--- src/rtl/dws_pkg.sv ---
`timescale 1ns/1ps
package dws_pkg;

    // Waveform controller states
    typedef enum logic [1:0] {
        ST_PASS  = 2'd0,
        ST_NOISE = 2'd1,
        ST_RISE  = 2'd2,
        ST_FALL  = 2'd3
    } wave_state_e;

    // Mode code decode: 00 none, 01 noise, 1x triangle
    function automatic wave_state_e entry_state(input logic [1:0] code);
        wave_state_e s;
        if (code[1])        s = ST_RISE;
        else if (code[0])   s = ST_NOISE;
        else                s = ST_PASS;
        return s;
    endfunction

endpackage

--- src/rtl/dws_span_mask.sv ---
`timescale 1ns/1ps
module dws_span_mask #(
    parameter int DATA_W = 12,
    parameter int AMP_W  = 4
) (
    input  logic [AMP_W-1:0]  amp_i,
    output logic [DATA_W-1:0] mask_o
);

    // Bit g is kept when g <= amp; saturates naturally at DATA_W bits
    for (genvar g = 0; g < DATA_W; g++) begin : g_bit
        assign mask_o[g] = (32'(amp_i) >= 32'(g));
    end

endmodule

--- src/rtl/dws_lfsr.sv ---
`timescale 1ns/1ps
module dws_lfsr #(
    parameter int              DATA_W = 12,
    parameter logic [DATA_W-1:0] SEED = 12'hAAA,
    parameter logic [DATA_W-1:0] TAPS = 12'h053
) (
    input  logic              clk,
    input  logic              rst_n,
    input  logic              restart_i,
    input  logic              step_i,
    output logic [DATA_W-1:0] state_o
);

    logic [DATA_W-1:0] state_q;
    logic [DATA_W-1:0] shifted;
    logic [DATA_W-1:0] next_val;
    logic              fb;

    always_comb begin
        fb       = ^(state_q & TAPS);
        shifted  = {fb, state_q[DATA_W-1:1]};
        next_val = (shifted == '0) ? SEED : shifted;
    end

    always_ff @(posedge clk or negedge rst_n) begin
        if (!rst_n)         state_q <= SEED;
        else if (restart_i) state_q <= SEED;
        else if (step_i)    state_q <= next_val;
    end

    assign state_o = state_q;

    // the register never reaches the all-zero lock-up state
    a_r3_never_zero: assert property (@(posedge clk) disable iff (!rst_n)
        state_o != '0);

    // without a step or restart the register holds
    a_r3_hold: assert property (@(posedge clk) disable iff (!rst_n)
        (!step_i && !restart_i) |=> $stable(state_o));

    // a restart reloads the seed
    a_r7_seed_reload: assert property (@(posedge clk) disable iff (!rst_n)
        restart_i |=> (state_o == SEED));

endmodule

--- src/rtl/dws_tri_counter.sv ---
`timescale 1ns/1ps
module dws_tri_counter #(
    parameter int DATA_W = 12
) (
    input  logic              clk,
    input  logic              rst_n,
    input  logic              restart_i,
    input  logic              step_i,
    input  logic              up_i,
    input  logic [DATA_W-1:0] peak_i,
    output logic [DATA_W-1:0] count_o,
    output logic              at_peak_o,
    output logic              at_floor_o
);

    localparam logic [DATA_W-1:0] ONE = DATA_W'(1);

    logic [DATA_W-1:0] count_q;

    always_ff @(posedge clk or negedge rst_n) begin
        if (!rst_n)         count_q <= '0;
        else if (restart_i) count_q <= '0;
        else if (step_i)    count_q <= up_i ? (count_q + ONE) : (count_q - ONE);
    end

    assign count_o    = count_q;
    assign at_peak_o  = (count_q >= peak_i);
    assign at_floor_o = (count_q == '0);

    // a rising step adds exactly one
    a_r5_step_up: assert property (@(posedge clk) disable iff (!rst_n)
        (step_i && up_i && !restart_i) |=> (count_o == $past(count_o) + ONE));

    // the controller never asks for a step below zero
    a_r5_no_underflow: assert property (@(posedge clk) disable iff (!rst_n)
        (step_i && !up_i) |-> (count_o != '0));

    // the controller never asks to climb past the peak
    a_r5_no_overshoot: assert property (@(posedge clk) disable iff (!rst_n)
        (step_i && up_i) |-> (count_o < peak_i));

    // a restart clears the count
    a_r7_count_clear: assert property (@(posedge clk) disable iff (!rst_n)
        restart_i |=> (count_o == '0));

endmodule

--- src/rtl/dws_mode_fsm.sv ---
`timescale 1ns/1ps
module dws_mode_fsm
    import dws_pkg::*;
(
    input  logic        clk,
    input  logic        rst_n,
    input  logic [1:0]  mode_i,
    input  logic        trig_i,
    input  logic        at_peak_i,
    input  logic        at_floor_i,
    output wave_state_e state_o,
    output logic        restart_o,
    output logic        noise_step_o,
    output logic        tri_step_o,
    output logic        tri_up_o
);

    wave_state_e state_q, state_d;
    logic [1:0]  mode_q;
    logic        mode_change;

    assign mode_change = (mode_i != mode_q);

    // State register
    always_ff @(posedge clk or negedge rst_n) begin
        if (!rst_n) begin
            state_q <= ST_PASS;
            mode_q  <= 2'b00;
        end else begin
            state_q <= state_d;
            mode_q  <= mode_i;
        end
    end

    // Next-state logic
    always_comb begin
        state_d = state_q;
        if (mode_change) begin
            state_d = entry_state(mode_i);
        end else begin
            unique case (state_q)
                ST_PASS:  state_d = ST_PASS;
                ST_NOISE: state_d = ST_NOISE;
                ST_RISE:  if (trig_i && at_peak_i)  state_d = ST_FALL;
                ST_FALL:  if (trig_i && at_floor_i) state_d = ST_RISE;
            endcase
        end
    end

    // Output logic
    always_comb begin
        restart_o    = mode_change;
        noise_step_o = 1'b0;
        tri_step_o   = 1'b0;
        tri_up_o     = 1'b1;
        unique case (state_q)
            ST_PASS: begin
                tri_up_o = 1'b1;
            end
            ST_NOISE: begin
                noise_step_o = trig_i && !mode_change;
            end
            ST_RISE: begin
                tri_step_o = trig_i && !mode_change;
                tri_up_o   = !at_peak_i;
            end
            ST_FALL: begin
                tri_step_o = trig_i && !mode_change;
                tri_up_o   = at_floor_i;
            end
        endcase
    end

    assign state_o = state_q;

    // a mode change lands in the entry state for the new code
    a_r7_entry: assert property (@(posedge clk) disable iff (!rst_n)
        (mode_i != mode_q) |=> (state_o == entry_state($past(mode_i))));

    // a trigger at the peak while rising turns the wave down
    a_r5_turn_down: assert property (@(posedge clk) disable iff (!rst_n)
        (state_q == ST_RISE && trig_i && at_peak_i && !mode_change) |=> (state_o == ST_FALL));

    // without a trigger or mode change the state holds
    a_r10_hold: assert property (@(posedge clk) disable iff (!rst_n)
        (!trig_i && !mode_change) |=> $stable(state_o));

endmodule

--- src/rtl/dac_wave_shaper.sv ---
`timescale 1ns/1ps
module dac_wave_shaper
    import dws_pkg::*;
#(
    parameter int DATA_W = 12,
    parameter int AMP_W  = 4,
    parameter logic [DATA_W-1:0] SEED = 12'hAAA,
    parameter logic [DATA_W-1:0] TAPS = 12'h053
) (
    input  logic              clk,
    input  logic              rst_n,
    input  logic [1:0]        mode_i,
    input  logic [AMP_W-1:0]  amp_i,
    input  logic [DATA_W-1:0] base_i,
    input  logic              trig_i,
    output logic [DATA_W-1:0] result_o
);

    wave_state_e       state;
    logic              restart, noise_step, tri_step, tri_up;
    logic              at_peak, at_floor;
    logic [DATA_W-1:0] span_mask;
    logic [DATA_W-1:0] noise_val;
    logic [DATA_W-1:0] tri_val;
    logic [DATA_W-1:0] addend;

    dws_span_mask #(.DATA_W(DATA_W), .AMP_W(AMP_W)) mask_i (
        .amp_i  (amp_i),
        .mask_o (span_mask)
    );

    dws_mode_fsm fsm_i (
        .clk          (clk),
        .rst_n        (rst_n),
        .mode_i       (mode_i),
        .trig_i       (trig_i),
        .at_peak_i    (at_peak),
        .at_floor_i   (at_floor),
        .state_o      (state),
        .restart_o    (restart),
        .noise_step_o (noise_step),
        .tri_step_o   (tri_step),
        .tri_up_o     (tri_up)
    );

    dws_lfsr #(.DATA_W(DATA_W), .SEED(SEED), .TAPS(TAPS)) lfsr_i (
        .clk       (clk),
        .rst_n     (rst_n),
        .restart_i (restart),
        .step_i    (noise_step),
        .state_o   (noise_val)
    );

    dws_tri_counter #(.DATA_W(DATA_W)) tri_i (
        .clk        (clk),
        .rst_n      (rst_n),
        .restart_i  (restart),
        .step_i     (tri_step),
        .up_i       (tri_up),
        .peak_i     (span_mask),
        .count_o    (tri_val),
        .at_peak_o  (at_peak),
        .at_floor_o (at_floor)
    );

    // Waveform offset selection
    always_comb begin
        unique case (state)
            ST_PASS:  addend = '0;
            ST_NOISE: addend = noise_val & span_mask;
            ST_RISE,
            ST_FALL:  addend = tri_val;
        endcase
    end

    // Modulo-2^DATA_W sum
    assign result_o = base_i + addend;

    // pass-through state outputs the base word
    a_r1_pass_through: assert property (@(posedge clk) disable iff (!rst_n)
        (state == ST_PASS) |-> (result_o == base_i));

    // the noise offset has no bits above the span
    a_r4_noise_span: assert property (@(posedge clk) disable iff (!rst_n)
        (state == ST_NOISE) |-> (((result_o - base_i) & ~span_mask) == '0));

endmodule

--- config.mk ---
export PLATFORM = sky130hd
export DESIGN_NAME = dac_wave_shaper
export DESIGN_NICKNAME = d
export VERILOG_FILES = /design/src/rtl/dws_pkg.sv /design/src/rtl/dws_span_mask.sv /design/src/rtl/dws_lfsr.sv /design/src/rtl/dws_tri_counter.sv /design/src/rtl/dws_mode_fsm.sv /design/src/rtl/dac_wave_shaper.sv
export SDC_FILE = /design/constraint.sdc
export NUM_CORES = 1
export LEC_CHECK = 0
export BUFFER_PORTS_ARGS = -buffer_cell sky130_fd_sc_hd__buf_2
export CAP_MARGIN = 10
export CORE_MARGIN = 10
export CORE_UTILIZATION = 64
export DETAILED_ROUTE_END_ITERATION = 8
export GPL_ROUTABILITY_DRIVEN = 1
export MAX_ROUTING_LAYER = met4
export PLACE_DENSITY_LB_ADDON = 0.3
export REMOVE_ABC_BUFFERS = 1
export SLEW_MARGIN = 10
export SYNTH_ARGS = -nofsm -noshare
export SYNTH_HDL_FRONTEND = slang
export SYNTH_SLANG_ARGS = --single-unit
--- constraint.sdc ---
create_clock -name clk -period 5.1 [get_ports clk]
set_clock_uncertainty 0.1 [all_clocks]
set_input_delay 0.255 -clock clk [delete_from_list [all_inputs] [get_ports clk]]
set_output_delay 0.255 -clock clk [all_outputs]
set_load 0.02 [all_outputs]
After elaboration in Yosys (flattened, before gate mapping)
Index checks and enable logic that the tools add are counted.
Widths: inputs -> output; s select.
- bits in registers: 28
- bits in latches: 0
- memory bits (writable): 0
- bits in read-only memories: 0
- input port bits: 21
- output and inout bits: 12
- memories: 0
- $add $sub $neg: 3
- multipliers: 0
- divide/modulo/power cells: 0
- $lt $le $gt $ge: 12
- equality and inequality tests: 6
- shift-type cells: 0
- multiplexer cells: 16
- bitwise gates (word level): 1
- reductions and logical operators: 13
- operator list (cell ; count):
    $mux 12 ; 6
    $pmux 12 s3 ; 1
    $logic_not 12->1 ; 2
    $ge 4x3->1 const B ; 4
    $ge 4x4->1 const B ; 4
    $add 12x1->12 const B ; 1
    $add 12x12->12 ; 1
    $and 12x12->12 ; 1
    $ge 12x12->1 ; 1
    $reduce_xor 12->1 ; 1
    $sub 12x1->12 const B ; 1
    $ge 4x2->1 const B ; 2
    $mux 2 ; 4
    $pmux 2 s4 ; 1
    $ne 3x1->1 const B ; 2
    $eq 2x2->1 const B ; 2
    $ge 4x1->1 const B ; 1
    $reduce_bool 2->1 ; 2
    $logic_and 1x1->1 ; 3
    $mux 1 ; 3
    $eq 2x1->1 const B ; 1
    $logic_not 1->1 ; 2
    $logic_not 2->1 ; 1
    $ne 2x2->1 ; 1
    other kinds (3) ; 3

Depth between registers and ports, before layout
Gate-level depths: netlist of the first run.
- depth in word-level cells: 7
- gate-level depth with buffers: 15

Cells and area by module
A second synthesis of the first run with hierarchy kept.
- cell total of the unflattened synthesis: 318
- area, all modules: 2877.8 µm²
- modules (own cells, without submodules) (module ; instances ; cells each ; area each (µm²) ; sequential area each (µm²)):
    dws_tri_counter ; 1 ; 157 ; 1351.3 ; 300.3
    dac_wave_shaper ; 1 ; 70 ; 583.1 ; 0.0
    dws_lfsr ; 1 ; 43 ; 535.5 ; 307.8
    dws_mode_fsm ; 1 ; 32 ; 301.5 ; 100.1
    dws_span_mask ; 1 ; 16 ; 106.4 ; 0.0

Worst setup path after synthesis of the first run
Ideal clock, no wire load.
- path kind: input-to-reg
- from: in amp_i[3]
- to: reg tri_i.count_q[10] (netlist: tri_i.count_o[10])
- arrival: 3.377 ns
- path slack: 1.492 ns
- stages: 15
- path buffers: 1
- cell sequence: clkbuf_1 > o21ai_0 > o21bai_1 > ha_1 > and3_1 > a221o_1 > a41oi_2 > a21oi_2 > fa_1 > a21o_1 > a21oi_2 > o21bai_2 > a2111o_1 > nand3_1 > nand3_1
- word-level cells in the longest chain between the ends: 7
- elaborated cells on any way between the ends: 17
- those cells by class: order compare: 12; mux: 4; reduce/logical: 1
- ends and longest elaborated chain (item ; line ; source):
    start: declaration ; dac_wave_shaper.sv:13 ; input logic [AMP_W-1:0] amp_i,
    $ge 4x1->1 (tied with other cells) ; dws_span_mask.sv:12 ; assign mask_o[g] = (32'(amp_i) >= 32'(g));
    $ge 12x12->1 (*) ; dws_tri_counter.sv:27 ; assign at_peak_o = (count_q >= peak_i);
    $logic_not 1->1 (*) ; dws_mode_fsm.sv:65 ; tri_up_o = !at_peak_i;
    $pmux 1 s2 (*) ; dws_mode_fsm.sv:56 ; unique case (state_q)
    $mux 12 (*) (2 in series) ; dws_tri_counter.sv:23 ; else if (step_i) count_q <= up_i ? (count_q + ONE) : (count_q - ONE);
    $mux 12 (*) ; dws_tri_counter.sv:22 ; else if (restart_i) count_q <= '0;
    end signal: assignment ; dws_tri_counter.sv:23 ;
    end: declaration ; dws_tri_counter.sv:18 ; logic [DATA_W-1:0] count_q;
Every way passes the cells marked *; elsewhere a longest branch is shown, timed or not. The select of a mux whose other input is x is not followed.
A chain may end at the register's enable or synchronous reset.

Worst setup path after layout of the first run
- from: reg fsm_i.state_q[1] (netlist: fsm_i.state_o[1])
- to: out result_o[8]
- word-level cells in the longest chain between the ends: 4
- elaborated cells on any way between the ends: 7
- those cells by class: add/sub: 1; eq/ne: 3; mux: 1; reduce/logical: 2
- ends and longest elaborated chain (item ; line ; source):
    start: declaration ; dws_mode_fsm.sv:18 ; wave_state_e state_q, state_d;
    start signal: assignment ; dws_mode_fsm.sv:30 ; state_q <= state_d;
    $eq 2x2->1 ; dac_wave_shaper.sv:68 ; unique case (state)
    $reduce_or 2->1 (no line) ; n/a ;
    $pmux 12 s3 (*) ; dac_wave_shaper.sv:68 ;
    $add 12x12->12 (*) ; dac_wave_shaper.sv:77 ; assign result_o = base_i + addend;
    end: declaration ; dac_wave_shaper.sv:16 ; output logic [DATA_W-1:0] result_o
Every way passes the cells marked *; elsewhere a longest branch is shown, timed or not.

==> reports/results.ini, run 1 <==
[routing]
via_per_inst = 6.40
route.detailed.drc = 0
wl_per_cell_um = 16.9
vias = 2597
drtIter0Drc = 282
wirelength_mm = 6.88
firstDrtPassIters = 5
final_antenna_net_count = 0

[yosys]
synth_seq_cells = 28
synth.top_cell.area_share_pct = 19.7
synthTopCellsByArea = dfrtp_1 (20%), ha_1 (16%), dfstp_2 (5.7%)
yosysUniqueCellTypes = 59
ys_warn_count = 0
avgSynthCellArea_sq_um = 8.52
synth_area_leader_cell = dfrtp_1
ys.flop_type = dfrtp_1
synth.cell_area_sq_um = 2790
synth_commonest_cells = ha_1 (36), nand2_1 (35), a21oi_1 (31)
netlist_instances = 327
seq_area_frac_synth_pct = 25.4
yosysMostFrequentCell = ha_1
async_reset_ff_share_pct = 100
synth-edff-count = 0

[hold_path]
min_from = mode_i[0]
hold_class = input pin to flip-flop
min_delay_path_depth = 1
holdPathEnd = fsm_i.mode_q[0]

[final_layout]
fill_cells = 321
num-nets-final = 416
multi_input_comb_area_sq_um = 2000
ff_latch_area_sq_um = 708
syn2layout_area_growth_pct = 9.87
drive_gt1_share_pct = 15.4
antenna-diode-count = 0
fin_util_pct = 74.4
final_cells = 406

[critical_path]
worstSetupPathType = flip-flop to output pin
critical_path_arrival_ps = 3810
reg2reg_to = tri_i.count_o[8]
start_kind = flip-flop
r2r_cells = 12
r2r_setup_slack_ps = 1450
cp.required_ps = 4740
path_max_fanout = 16
timing.rr.start = fsm_i.state_o[1]
cp-end-kind = output pin

[sta]
grt_setup_unrepaired = no
setup_viol = 0
hold_viol_final = 0
fin_tns_setup_ps = 0
tightest_slew_ps = 690
fmax_mhz = 240
fin_crit_sh_pct = 81.7
slew_viol_final = 0
timing.final.crit_period_ps = 4170
relSlewSlack_pct = 54.0

[clock_tree]
clock_latency_ps = 290
cts_resized = 0
ctsHtreeMaxLevel = 1
root_buffer = clkbuf_8
cts_made_buffers = 3
cts_max_path_buffers = 2
path_clk_slew_ps = 110
cts.sinks = 28
cts_tree = done

[die]
initial_utilization_pct = 67.7
die_area_sq_um = 7400
placementRows = 23
die_h_um = 86
core_area_sq_um = 4120
die_w_um = 86
ioPinCount = 33

[placement]
gp_congestion = 0.933
place_hpwl_mm = 5.32
port_buffers = 32
dp.cells = 401

[global_route]
overflow = 0
antenna_found_initial = 0
grt_pass1_wl_mm = 11.5
grt_pass1_vias = 2492
grt_max_degree = 29
grt_use_total_pct = 18.7

[power_and_ir_drop]
leakagePower_nw = 1.41
powerDensity_nw_per_um2 = 240
ir_worst_vdd_mv = 0.186
p_total_mw = 0.735

[outcome]
status = completed

[job]
maxCapViolCount = 0

metrics by stage:
step	setup WS (ps)	area, sq um	hold slack [ps]
floorplan	1680	2750	-141
global placement	1420	2980	204
detailed placement	1290	2980	204
CTS	1020	3060	5.69
global route	470	3060	12.9
finish	933	3060	4.59
report_power, final:
| group | leakage (nW) | total (mW) | internal, mW | switching [mW] |
|---|---|---|---|---|
| Combinational | 1.02 | 0.301 | 0.116 | 0.185 |
| Sequential | 0.361 | 0.256 | 0.234 | 0.0215 |
| Clock | 0.0357 | 0.178 | 0.105 | 0.0731 |
registers in the layout, summed over array words and instances, names as in the netlist:
name            cells
fsm_i.state_o       2
fsm_i.mode_q        2
tri_i.count_o      12
lfsr_i.state_o     12
worst max path at each step:
stage,from,endpoint,slack (ps)
after detailed placement,amp_i[3],tri_i.count_o[8],1290
after CTS,fsm_i.state_o[1],result_o[8],1020
after global placement,amp_i[0],tri_i.count_o[10],1420
final,fsm_i.state_o[1],result_o[8],930
after floorplan,amp_i[0],tri_i.count_o[10],1680
after global routing,fsm_i.state_o[1],result_o[8],470
cells by family after synthesis:
logic type	share of synthesized area, %
and+or+nand+nor	19.1
AOI/OAI and AO/OA	27.4
adders and majority gates	17.6
DFF	25.4
xor gates and xnor gates	6.28
buffers and inverters	2.78
muxes	1.44
final cells by class:
cell class,instances,area share (%)
multi-input cells,279,65.4
flip-flops and latches,28,23.1
repair buffers,34,5.80
well taps,50,2.04
clock buffers,3,1.35
inverters,11,1.35
clock inverters,1,0.980
layer usage:
layer  GRT usage, %  part of all wire (%)  up-vias
li1               -                     -     1287
met2           31.0                    48      103
met5              -                     0        -
met1           23.1                    44     1198
met3           3.22                   6.9        9
met4           3.89                   1.0        0
what timing repair did:
action                     CTS  global route
hold endpoints to repair    22             0
hold buffers                 1             0
setup endpoints to repair    0             0
setup buffers                0             0
worst max-delay path: stages (launching register included):
cell      delay [ps]
dfrtp_1          600
inv_1            170
ha_1             500
a22oi_1          140
nor2_1           150
ha_1             180
inv_1             50
fa_1             400
nor2b_1          120
o21ai_0          120
a21boi_0         280
o21ai_0          180
a21oi_1          280
xor2_1           160
buf_2            180
cells in the final DEF (no fill, tap or decap), types with 3 or more instances in the layout:
cell	n
ha_1	36
nand2_1	35
buf_2	32
a21oi_1	31
dfrtp_1	22
nor2_1	19
o21ai_0	16
nand3_1	14
xnor2_1	14
inv_1	11
nor3_1	8
a21o_1	8
nor4_1	7
o21ai_1	6
xor2_1	6
a22o_1	6
dfstp_2	6
nor2b_1	5
o22a_1	5
nand2b_1	4
nand3b_1	4
mux2i_1	4
o2111ai_1	3
or3_1	3
a211oi_1	3
a41oi_1	3
o21bai_1	3
clkbuf_8	3
No activity file was read; power rests on OpenSTA's default activity.
==> run 2: changes to the inputs <==
- CORE_UTILIZATION: 64 -> 54
- clock period: 5.1 -> 3.4 ns (I/O delays scaled with it)
==> run 2 against run 1 <==
Against the previous run: power rose by 67%; worst hold slack better by 300 ps; register-to-register slack worse by 1400 ps; critical path type is now flip-flop to flip-flop.
==> reports/results.ini, run 2 (synthesis results as in run 1) <==
[routing]
route.detailed.drc = 0  ; unchanged
vias = 2834  ; +9.1%
wirelength_mm = 7.92  ; +15%
drtIter0Drc = 281  ; -0.35%
wl_per_cell_um = 16.7  ; -1.4%
firstDrtPassIters = 5  ; unchanged
via_per_inst = 5.98  ; -6.5%
final_antenna_net_count = 0  ; unchanged

[clock_tree]
cts.sinks = 28  ; unchanged
cts_max_path_buffers = 2  ; unchanged
clock_latency_ps = 280  ; about the same
cts_made_buffers = 3  ; unchanged
path_clk_slew_ps = 100  ; about the same
ctsHtreeMaxLevel = 1  ; unchanged
root_buffer = clkbuf_8
cts_tree = done

[sta]
fin_crit_sh_pct = 97.7
setup_viol = 0  ; unchanged
slew_viol_final = 0  ; unchanged
timing.final.crit_period_ps = 3320
fmax_mhz = 301
hold_viol_final = 0  ; unchanged
relSlewSlack_pct = 52.3  ; -1.7 points
fin_ws_ps = 78.0  ; -855 ps
tightest_slew_ps = 715  ; +25.4 ps

[critical_path]
r2r_setup_slack_ps = 80  ; -1370 ps
crit_slowest_cell = dfrtp_1
reg2reg_to = tri_i.count_o[9]
start_kind = flip-flop
setup.worst_path.end = tri_i.count_o[9]
path_max_fanout = 7  ; -9
r2r_cells = 13  ; +1
slowest_delay_ps = 450  ; -150 ps
critical_path_arrival_ps = 3450  ; -360 ps
critPathLaunch = tri_i.count_o[10]
cp-end-kind = flip-flop
worstSetupPathType = flip-flop to flip-flop
cp.required_ps = 3530  ; -1210 ps
path_cells = ha_4 -> a21o_1 -> a221o_1 -> a41oi_2 -> a21oi_4 -> buf_12 -> ha_2 -> o21ai_1 -> o21bai_1 -> a31o_1 -> a21oi_1 -> or4_1 -> nand3_1
timing.rr.start = tri_i.count_o[10]

[die]
placementRows = 26  ; +13%
die_h_um = 91.9  ; +6.8%
die_w_um = 91.9  ; +6.8%
die_area_sq_um = 8440  ; +14%
ioPinCount = 33  ; unchanged
initial_utilization_pct = 55.3  ; -12 points
core_area_sq_um = 5040  ; +23%

[power_and_ir_drop]
p_sw_mw = 0.458  ; +64%
p_total_mw = 1.23  ; +67%
internal-power_mw = 0.771  ; +69%
leakagePower_nw = 1.67  ; +18%
ir_worst_vdd_mv = 0.352  ; +89%
p_seq_share_pct = 30.4  ; -4.4 points
p_comb_share_pct = 47.7  ; +6.8 points
powerDensity_nw_per_um2 = 346  ; +44%
clkPwrFrac_pct = 21.9  ; -2.4 points
switching_share_pct = 37.3  ; -0.79 points

[final_layout]
layout_common_cells = buf_4 (47), nand2_1 (35), ha_1 (31), buf_2 (31), a21oi_1 (28)
antenna-diode-count = 0  ; unchanged
layout_commonest_cell = buf_4
syn2layout_area_growth_pct = 27.6
drive_gt1_share_pct = 28.7  ; +13 points
num-nets-final = 464  ; +12%

[global_route]
busiest_layer = met2
grt_use_total_pct = 19.4  ; +0.76 points
antenna_found_initial = 0  ; unchanged
met1_usage_pct = 22.6  ; -0.57 points
grt_max_degree = 29  ; unchanged
grt_pass1_wl_mm = 13.4  ; +16%
use_met2_pct = 32.7  ; +1.7 points
grt_pass1_vias = 2837  ; +14%
overflow = 0  ; unchanged
grt_util_met3_pct = 3.34  ; +0.12 points

[placement]
place_hpwl_mm = 6.21  ; +17%
dp_slack_ps = -98.2  ; -1390 ps
gp_congestion = 0.879  ; -5.8%
port_buffers = 32  ; unchanged

[hold_path]
hold_class = input pin to flip-flop

[job]
maxCapViolCount = 0  ; unchanged

[outcome]
status = completed

run 2: worst min-delay path by stage:
stage,start,to,slack (ps),cells after the start
2_1_floorplan,rst_n,fsm_i.mode_q[0],-230,0
3_3_place_gp,rst_n,tri_i.count_o[3],130,1
3_5_place_dp,rst_n,tri_i.count_o[3],130,1
4_1_cts,trig_i,tri_i.count_o[5],290,5
5_1_grt,trig_i,tri_i.count_o[7],320,5
6_report,trig_i,tri_i.count_o[5],310,5
run 2: repair_timing:
action | in CTS | in global routing
hold buffers | 3 | 0
hold endpoints to repair | 24 | 0
setup endpoints to repair | 4 | 11
gates resized for setup | 4 | 20
pin swaps | 2 | 8
buffers inserted | 1 | 3
run 2: final cells by class:
cell class                 count  area (sq um)
timing repair buffer          82           558
clock buffer                   3          41.3
tap                           70          87.6
fill                         405          1490
multi-input combinational    279          2090
sequential                    28           708
clock inverter                 1          30.0
inverter                      11          41.3
run 2: layer usage:
metal	up-vias	routed length, um	part of all wire (%)
met5	-	0	0
met4	0	195	2.5
met3	20	416	5.3
met2	91	3800	48
met1	1343	3510	44
li1	1380	-	-
run 2: stage by stage:
step                      cells  util (%)  hold WS (ps)  instance area (sq um)  setup TNS [ps]
after floorplan             318         -          -226                   2750               0
after global placement      463      66.1           127                   3330            -101
after detailed placement    463      66.1           127                   3330            -368
after CTS                   471      68.5           287                   3460               0
after global routing        474      70.5           322                   3560            -219
final                       474      70.5           306                   3560               0
run 2: worst max-delay path: cells and delay by family, from the launching register on:
kind                       cells  cell delay [ps]
buffers and inverters          1              160
and+or+nand+nor                2              510
adders and majority gates      2              560
AOI/OAI and AO/OA              8             1480
DFF                            1              450
run 2: power groups by stage:
stage	Sequential [mW]	Clock (mW)	Combinational, mW
after global placement	0.377	0	0.533
after CTS	0.372	0.271	0.559
final	0.374	0.270	0.586
after global routing	0.376	0.285	0.644
after detailed placement	0.378	0	0.547
after floorplan	0.378	0	0.330
